File: config.mk
export PLATFORM = sky130hd
export DESIGN_NAME = tile_router
export DESIGN_NICKNAME = d
export VERILOG_FILES = /design/src/rtl/tile_router_pkg.sv /design/src/rtl/sched_mem.sv /design/src/rtl/cfg_decoder.sv /design/src/rtl/xbar_out.sv /design/src/rtl/tile_router.sv
export SDC_FILE = /design/constraint.sdc
export NUM_CORES = 1
export LEC_CHECK = 0
export CAP_MARGIN = 15
export CORE_AREA = 4 4 174 176
export CTS_BUF_LIST = sky130_fd_sc_hd__clkbuf_8
export DETAILED_ROUTE_END_ITERATION = 10
export DIE_AREA = 0 0 178 180
export DONT_BUFFER_PORTS = 1
export GPL_ROUTABILITY_DRIVEN = 0
export PLACE_DENSITY = 0.82
export RECOVER_POWER = 50
export SLEW_MARGIN = 30
export SYNTH_ARGS = -nofsm -noshare
export SYNTH_HDL_FRONTEND = slang
export SYNTH_SLANG_ARGS = --single-unit
File: constraint.sdc
create_clock -name clk -period 9.06 [get_ports clk]
set_input_delay 0.453 -clock clk [delete_from_list [all_inputs] [get_ports clk]]
set_output_delay 0.453 -clock clk [all_outputs]
set_load 0.05 [all_outputs]
File: src/rtl/tile_router_pkg.sv
package tile_router_pkg;
  localparam int NPORT   = 5;
  localparam int SELW    = 3;
  localparam int WORDW   = NPORT * SELW;
  localparam logic [SELW-1:0] SEL_IDLE = 3'd7;
endpackage

File: src/rtl/sched_mem.sv
module sched_mem
  import tile_router_pkg::*;
#(
  parameter int DEPTH = 16,
  localparam int AW = $clog2(DEPTH)
) (
  input  logic             clk,
  input  logic             rst_n,
  input  logic             load_en,
  input  logic [AW-1:0]    load_addr,
  input  logic [WORDW-1:0] load_word,
  input  logic [AW-1:0]    last_idx,
  output logic [AW-1:0]    pc,
  output logic [WORDW-1:0] cur_word
);
  logic [WORDW-1:0] entries [DEPTH];

  always_ff @(posedge clk or negedge rst_n) begin
    if (!rst_n) begin
      for (int i = 0; i < DEPTH; i++) entries[i] <= '1;
    end else if (load_en) begin
      entries[load_addr] <= load_word;
    end
  end

  always_ff @(posedge clk or negedge rst_n) begin
    if (!rst_n)               pc <= '0;
    else if (load_en)         pc <= '0;
    else if (pc >= last_idx)  pc <= '0;
    else                      pc <= pc + AW'(1);
  end

  assign cur_word = entries[pc];
endmodule

File: src/rtl/cfg_decoder.sv
module cfg_decoder
  import tile_router_pkg::*;
(
  input  logic [WORDW-1:0]           word,
  output logic [NPORT-1:0][SELW-1:0] sel,
  output logic [NPORT-1:0]           en
);
  for (genvar o = 0; o < NPORT; o++) begin : g_field
    logic [SELW-1:0] field;
    assign field  = word[o*SELW +: SELW];
    assign en[o]  = (field < SELW'(NPORT)) && (field != SELW'(o));
    assign sel[o] = en[o] ? field : SEL_IDLE;
  end
endmodule

File: src/rtl/xbar_out.sv
module xbar_out
  import tile_router_pkg::*;
#(
  parameter int DW = 16
) (
  input  logic                clk,
  input  logic                rst_n,
  input  logic                flush,
  input  logic                en,
  input  logic [SELW-1:0]     sel,
  input  logic [NPORT-1:0]    in_valid,
  input  logic [NPORT*DW-1:0] in_data,
  output logic                out_valid,
  output logic [DW-1:0]       out_data
);
  logic [SELW-1:0] idx;
  logic            nxt_valid;
  logic [DW-1:0]   nxt_data;

  always_comb begin
    idx       = en ? sel : '0;
    nxt_valid = 1'b0;
    nxt_data  = '0;
    if (en && !flush) begin
      nxt_valid = in_valid[idx];
      nxt_data  = in_valid[idx] ? in_data[idx*DW +: DW] : '0;
    end
  end

  always_ff @(posedge clk or negedge rst_n) begin
    if (!rst_n) begin
      out_valid <= 1'b0;
      out_data  <= '0;
    end else begin
      out_valid <= nxt_valid;
      out_data  <= nxt_data;
    end
  end
endmodule

File: src/rtl/tile_router.sv
module tile_router
  import tile_router_pkg::*;
#(
  parameter int DW    = 16,
  parameter int DEPTH = 16,
  localparam int AW   = $clog2(DEPTH)
) (
  input  logic                clk,
  input  logic                rst_n,
  input  logic                load_en,
  input  logic [AW-1:0]       load_addr,
  input  logic [WORDW-1:0]    load_word,
  input  logic [AW-1:0]       last_idx,
  input  logic [NPORT-1:0]    in_valid,
  input  logic [NPORT*DW-1:0] in_data,
  output logic [NPORT-1:0]    out_valid,
  output logic [NPORT*DW-1:0] out_data
);
  logic [AW-1:0]             pc;
  logic [WORDW-1:0]          cur_word;
  logic [NPORT-1:0][SELW-1:0] sel;
  logic [NPORT-1:0]          en;

  sched_mem #(.DEPTH(DEPTH)) u_mem (
    .clk       (clk),
    .rst_n     (rst_n),
    .load_en   (load_en),
    .load_addr (load_addr),
    .load_word (load_word),
    .last_idx  (last_idx),
    .pc        (pc),
    .cur_word  (cur_word)
  );

  cfg_decoder u_dec (
    .word (cur_word),
    .sel  (sel),
    .en   (en)
  );

  for (genvar o = 0; o < NPORT; o++) begin : g_out
    xbar_out #(.DW(DW)) u_xo (
      .clk       (clk),
      .rst_n     (rst_n),
      .flush     (load_en),
      .en        (en[o]),
      .sel       (sel[o]),
      .in_valid  (in_valid),
      .in_data   (in_data),
      .out_valid (out_valid[o]),
      .out_data  (out_data[o*DW +: DW])
    );
  end
endmodule

[Word level (Yosys, flattened, before mapping)]
Index checks and enable logic that the tools add are counted.
Storage, ports and cells
  register bits after elaboration: 329
  bits in latches: 0
  RAM bits: 0
  memory bits (read-only): 0
  input bits: 111
  output and inout port bits: 85
  logic and storage cells: 104
  memories kept: 0
Cells by class
  add/subtract/negate cells: 1
  multiply operators: 0
  div/mod/pow operators: 0
  order comparisons: 14
  eq/ne operators: 4
  shift-type cells: 5
  mux-type cells: 38
  bitwise operators: 2
  reduce and logical (&&, ||, !) cells: 13
Operator list (number)
  80-bit by 8-bit indexed part select with 16-bit output: 5
  240-bit bitwise mux: 1
  16-bit 2-to-1 mux: 10
  15-bit binary-select mux with 4-bit select: 1
  15-bit demux with 4-bit select: 1
  15-bit 2-to-1 mux: 3
  3-bit by 4-bit < comparator with 1-bit output (second input constant): 5
  1-bit binary-select mux with 3-bit select: 5
  3-bit < comparator (second input constant): 5
  3-bit 2-to-1 mux: 5
  1-bit logical AND: 11
  5-bit >= comparator (second input constant): 2
  1-bit 2-to-1 mux: 10
  4-bit inverter with 5-bit output: 2
  4-bit 2-to-1 mux: 2
  3-bit by 2-bit inequality test with 1-bit output (second input constant): 2
  5-bit by 1-bit < comparator with 1-bit output (second input constant): 1
  4-bit by 1-bit adder with 4-bit output (second input constant): 1
  4-bit >= comparator: 1
  3-bit by 1-bit inequality test with 1-bit output (second input constant): 1
  3-bit inequality test (second input constant): 1
  3-bit nonzero test: 1
  1-bit logical NOT: 1

[Longest topological paths before layout]
  depth in word-level cells: 11
  mapped depth: 13
  mapped depth without buffers: 8

[Hierarchy]
From an unflattened synthesis, not the netlist that was laid out.
Unflattened totals
  cell total of the unflattened synthesis: 1478
  area, all modules: 18142.4 um2
Modules (own cells, without submodules)
  sched_mem: times used 1, cells each 758, area an instance 11476.0 um2, seq. area each 6406.1 um2
  xbar_out: times used 5, cells each 139, area an instance 1300.0 um2, seq. area each 425.4 um2
  cfg_decoder: times used 1, cells each 25, area an instance 166.4 um2, seq. area each 0.0 um2

[Worst setup path before layout]
OpenSTA, ideal clock, no wires.
  path type: register to register
  start: register u_mem.pc[1]
  end: register g_out[4].u_xo.out_data[0]
  setup time: 0.094 ns
  arrival time: 2.886 ns
  slack: 6.080 ns
  stages on the path, launching flop included: 12
  period minus slack after synthesis: 2.980 ns
  path through: dfrtp_1 > buf_2 > buf_4 > buf_2 > buf_1 > mux4_2 > mux4_2 > a21o_1 > buf_2 > buf_2 > mux2i_1 > a211oi_1
On the way
  cells in the longest elaborated chain, start to end: 11
RTL lines
  start: declaration: RTL line sched_mem.sv:13  | output logic [AW-1:0] pc,
  start signal: assignment: RTL line sched_mem.sv:30  | else pc <= pc + AW'(1);
  4-bit inverter with 5-bit output (not written as such) (*): RTL line sched_mem.sv:33  | assign cur_word = entries[pc];
  15-bit binary-select mux with 4-bit select (*): RTL line sched_mem.sv:33
  15-bit 2-to-1 mux (not written as such) (*) (2 in series): RTL line sched_mem.sv:33
  branches (longest 6 deep; another with 3-bit < comparator)
  16-bit 2-to-1 mux (*): RTL line xbar_out.sv:24  | if (en && !flush) begin
  named net g_out[4].u_xo.nxt_data[0]: RTL line xbar_out.sv:18  | logic [DW-1:0] nxt_data;
  end signal: assignment: RTL line xbar_out.sv:36  | out_data <= nxt_data;
  end: declaration: RTL line xbar_out.sv:14  | output logic [DW-1:0] out_data
Mark *: on every way through the listed nets, which the timed path passes. The select of a mux whose other input is x is not followed.
A chain may end at the register's enable or synchronous reset.

[Worst setup path after layout]
  start: register u_mem.pc[0]
  end: register g_out[0].u_xo.out_data[1]
On the way
  cells in the longest elaborated chain, start to end: 11
RTL lines (RTL line)
  4-bit inverter with 5-bit output (not written as such) (*): sched_mem.sv:33
  15-bit binary-select mux with 4-bit select (*): sched_mem.sv:33
  15-bit 2-to-1 mux (not written as such) (*) (2 in series): sched_mem.sv:33
  branches (longest 6 deep; another with 3-bit < comparator)
  16-bit 2-to-1 mux (*): xbar_out.sv:24
  named net g_out[0].u_xo.nxt_data[1]: xbar_out.sv:18
  end signal: assignment: xbar_out.sv:36
  end: declaration: xbar_out.sv:14
Marks and branches as above.

==> flow_summary.json <==
{
  "drt-initial-drc-count": 1527,
  "fin_skew_ps": 37.81,
  "rr_worst_depth": 9,
  "violations": "max-capacitance violations, max-slew violations",
  "wl_per_cell_um": 27.27,
  "synth_edf_count": 0,
  "syn2layout_area_growth_pct": 9.088,
  "postRouteAntennaNets": 0,
  "crit_start": "u_mem.pc[0]$_DFF_PN0_",
  "hp-class": "in2reg",
  "cts_setup_buffers": 0,
  "vdd_ir_drop_max_mv": 0.1421,
  "place_ws_ps": 4260,
  "drtPass1Iterations": 6,
  "setup_violations": 0,
  "coreArea_um2": 28630,
  "power_per_cell_area_nw_per_um2": 292.5,
  "grt_overflow": 0,
  "grt_pass1_vias": 12170,
  "grtUsageTotal": 0.2876,
  "slew_violations": 71,
  "period_share": 0.5336,
  "setup_tns_ps": 0,
  "synth_cell_types": 58,
  "htreeDepth": 2,
  "slew_headroom": -1.623,
  "hold_buffers": 33,
  "min_from": "load_word[0]",
  "fillCellCount": 1988,
  "min_path_cells": 1,
  "hold_violations": 0,
  "setup_ws_ps": 4226,
  "yosys.area.top_type": "dfstp_2",
  "cp-end-kind": "register",
  "clkTransAtPathRegs_ps": 60,
  "antenna_found_initial": 2,
  "clk_latency_ps": 600,
  "cts_buffer_depth": 3,
  "drc": 0,
  "fin_crit_ps": 4834,
  "clock.fmax_mhz": 206.9,
  "syn-cell-area_um2": 17130,
  "nets": 1432,
  "async_reset_ff_frac": 1.000,
  "cp.arrival_ps": 5270,
  "dpl-instance-area_um2": 17180,
  "worstMarginPinSlew_ps": 3934,
  "drive_above_1_share": 0.5029,
  "ys_warn_count": 0,
  "dp_hpwl_um": 29420,
  "syn_nets": 1440,
  "final_cell_area_um2": 18680,
  "num_vias": 12040,
  "wirelength_um": 47530,
  "netlist.area_leader.share": 0.3682,
  "vias_per_cell": 6.910,
  "ys_seq_area_frac": 0.4982,
  "reg2reg_to": "g_out[0].u_xo.out_data[1]$_DFF_PN0_",
  "holdPathEnd": "u_mem.entries[195]$_DFFE_PN1P_",
  "start_util": 0.5983,
  "cp.required_ps": 9490,
  "power_mw": 5.465,
  "cts_root_buf": "clkbuf_8",
  "fp.dieW_um": 178,
  "layout.cells.non_filler": 1743,
  "placed_cells": 1609,
  "grt_max_degree": 330,
  "port_buffers": 0,
  "postSynthAreaPerCell_um2": 12.94,
  "cts_buffers": 52,
  "ys.flop_type": "dfstp_2",
  "die_area_um2": 32040,
  "io_pins": 196,
  "grt_pass1_wl_um": 72630,
  "maxCapViolations": 1,
  "critPathLaunchType": "register",
  "rrSetupSlack_ps": 4230,
  "die_h_um": 180,
  "rows": 62,
  "path_class": "reg2reg",
  "status": "finished, violations left",
  "cts_resized": 0,
  "p_leak_nw": 7.741,
  "rsz0062_at_grt": "false",
  "crit_fanout": 42,
  "cts_tree": "done",
  "r2r_start": "u_mem.pc[0]$_DFF_PN0_",
  "synth_area_leaders": "dfstp_2 37%, mux2_2 16%, dfrtp_1 13%",
  "synthCells": 1324,
  "ys_ff_latch": 329,
  "clock_sinks": 329
}
-- worst max-delay path, stage by stage (launching register included) --
cell and delay (ps):
dfrtp_4 850, buf_4 750, mux4_2 610, a22o_1 220
a221oi_2 180, buf_4 300, nand2b_1 680, a21oi_1 110
o21bai_2 740, nor3_1 170
-- metrics by stage --
stage | hold slack [ps] | utilization
2_1_floorplan | 157.4 | -
3_3_place_gp | 173.1 | 0.5986
3_5_place_dp | 169.9 | 0.6001
4_1_cts | 0.5771 | 0.6524
5_1_grt | 2.956 | 0.6527
6_report | 16.40 | 0.6527
-- cell families after synthesis --
family                     share of synthesized area
adders and majority gates                   0.003653
AOI/OAI and AO/OA                             0.1090
and+or+nand+nor                              0.07290
xor gates and xnor gates                    0.001973
DFF                                           0.4982
muxes                                         0.2745
buffers and inverters                        0.03981
-- cells in the final DEF (no fill, tap or decap), drive strengths merged, types with 9 or more instances in the layout --
master	count
o211a	18
buf	13
clkinv	10
nand3	53
dlygate4sd3	33
nor3	16
a221oi	44
a311o	15
clkbuf	79
nand2b	9
mux2i	71
inv	23
or3	18
o221a	16
a211o	18
nor2	85
mux4	56
a21o	18
a21oi	38
mux2	241
nand2	60
a211oi	15
o21ai	23
dfstp	240
dfrtp	89
-- worst max path at each step --
stage	end	slack (ps)	cells past startpoint
5_1_grt	g_out[3].u_xo.out_data[15]$_DFF_PN0_	3990	8
3_5_place_dp	g_out[0].u_xo.out_data[1]$_DFF_PN0_	4260	9
3_3_place_gp	g_out[0].u_xo.out_data[3]$_DFF_PN0_	4360	9
6_report	g_out[0].u_xo.out_data[1]$_DFF_PN0_	4230	9
2_1_floorplan	g_out[4].u_xo.out_data[0]$_DFF_PN0_	6080	11
4_1_cts	g_out[0].u_xo.out_data[1]$_DFF_PN0_	4260	9
-- cells in the mapped netlist, types with 2 or more instances --
master and count:
a211oi_1 15, nor2b_1 8, a21oi_2 9, a22oi_1 4
buf_8 3, a21oi_1 29, nand2_1 56, a211o_1 18
xnor2_1 2, a221oi_2 5, mux2i_1 71, a221oi_1 38
nand3_1 53, nand3b_1 5, or3_1 17, dfrtp_1 89
and2_1 4, mux2_2 241, mux4_1 4, nand2b_1 9
nor3_1 16, o211a_1 18, o21ai_0 21, a311o_1 15
inv_1 10, or2_1 2, o221a_2 16, clkbuf_1 60
ha_1 5, buf_6 8, nor2_1 82, nor2_2 3
dfstp_2 240, a22o_1 5, buf_2 34, o21a_1 2
a21o_1 18, nand2_2 4, nor3b_1 3, mux4_2 52
buf_4 10, buf_1 4
-- where the power goes --
| group | switching [mW] | leakage (nW) | internal, mW |
|---|---|---|---|
| clock | 0.608 | 0.631 | 0.754 |
| combinational | 0.874 | 3.39 | 0.734 |
| sequential | 0.513 | 3.72 | 1.98 |
-- sequential cells by signal, summed over array words and instances (netlist names) --
register and count:
g_out.u_xo.out_data 80, g_out.u_xo.out_valid 5, u_mem.entries 240, u_mem.pc 4
-- layout make-up --
class,count,area [um^2],area share
antenna,1,2.502,0.0001339
clock buffer,67,922.1,0.04935
clock inverter,29,226.5,0.01212
inverter,11,41.29,0.002210
multi-input combinational,864,7945,0.4252
sequential,329,8538,0.4570
tap,384,480.5,0.02571
timing repair buffer,58,528.0,0.02826
-- metal layers --
metal / track usage / up-vias / share of wire
li1: - / 4941 / -
met5: 0 / - / 0.00015
met3: 0.08971 / 224 / 0.11
met1: 0.3796 / 6086 / 0.38
met2: 0.4418 / 791 / 0.46
met4: 0.1210 / 2 / 0.050
Note: power is estimated with default switching activity, not from simulation.
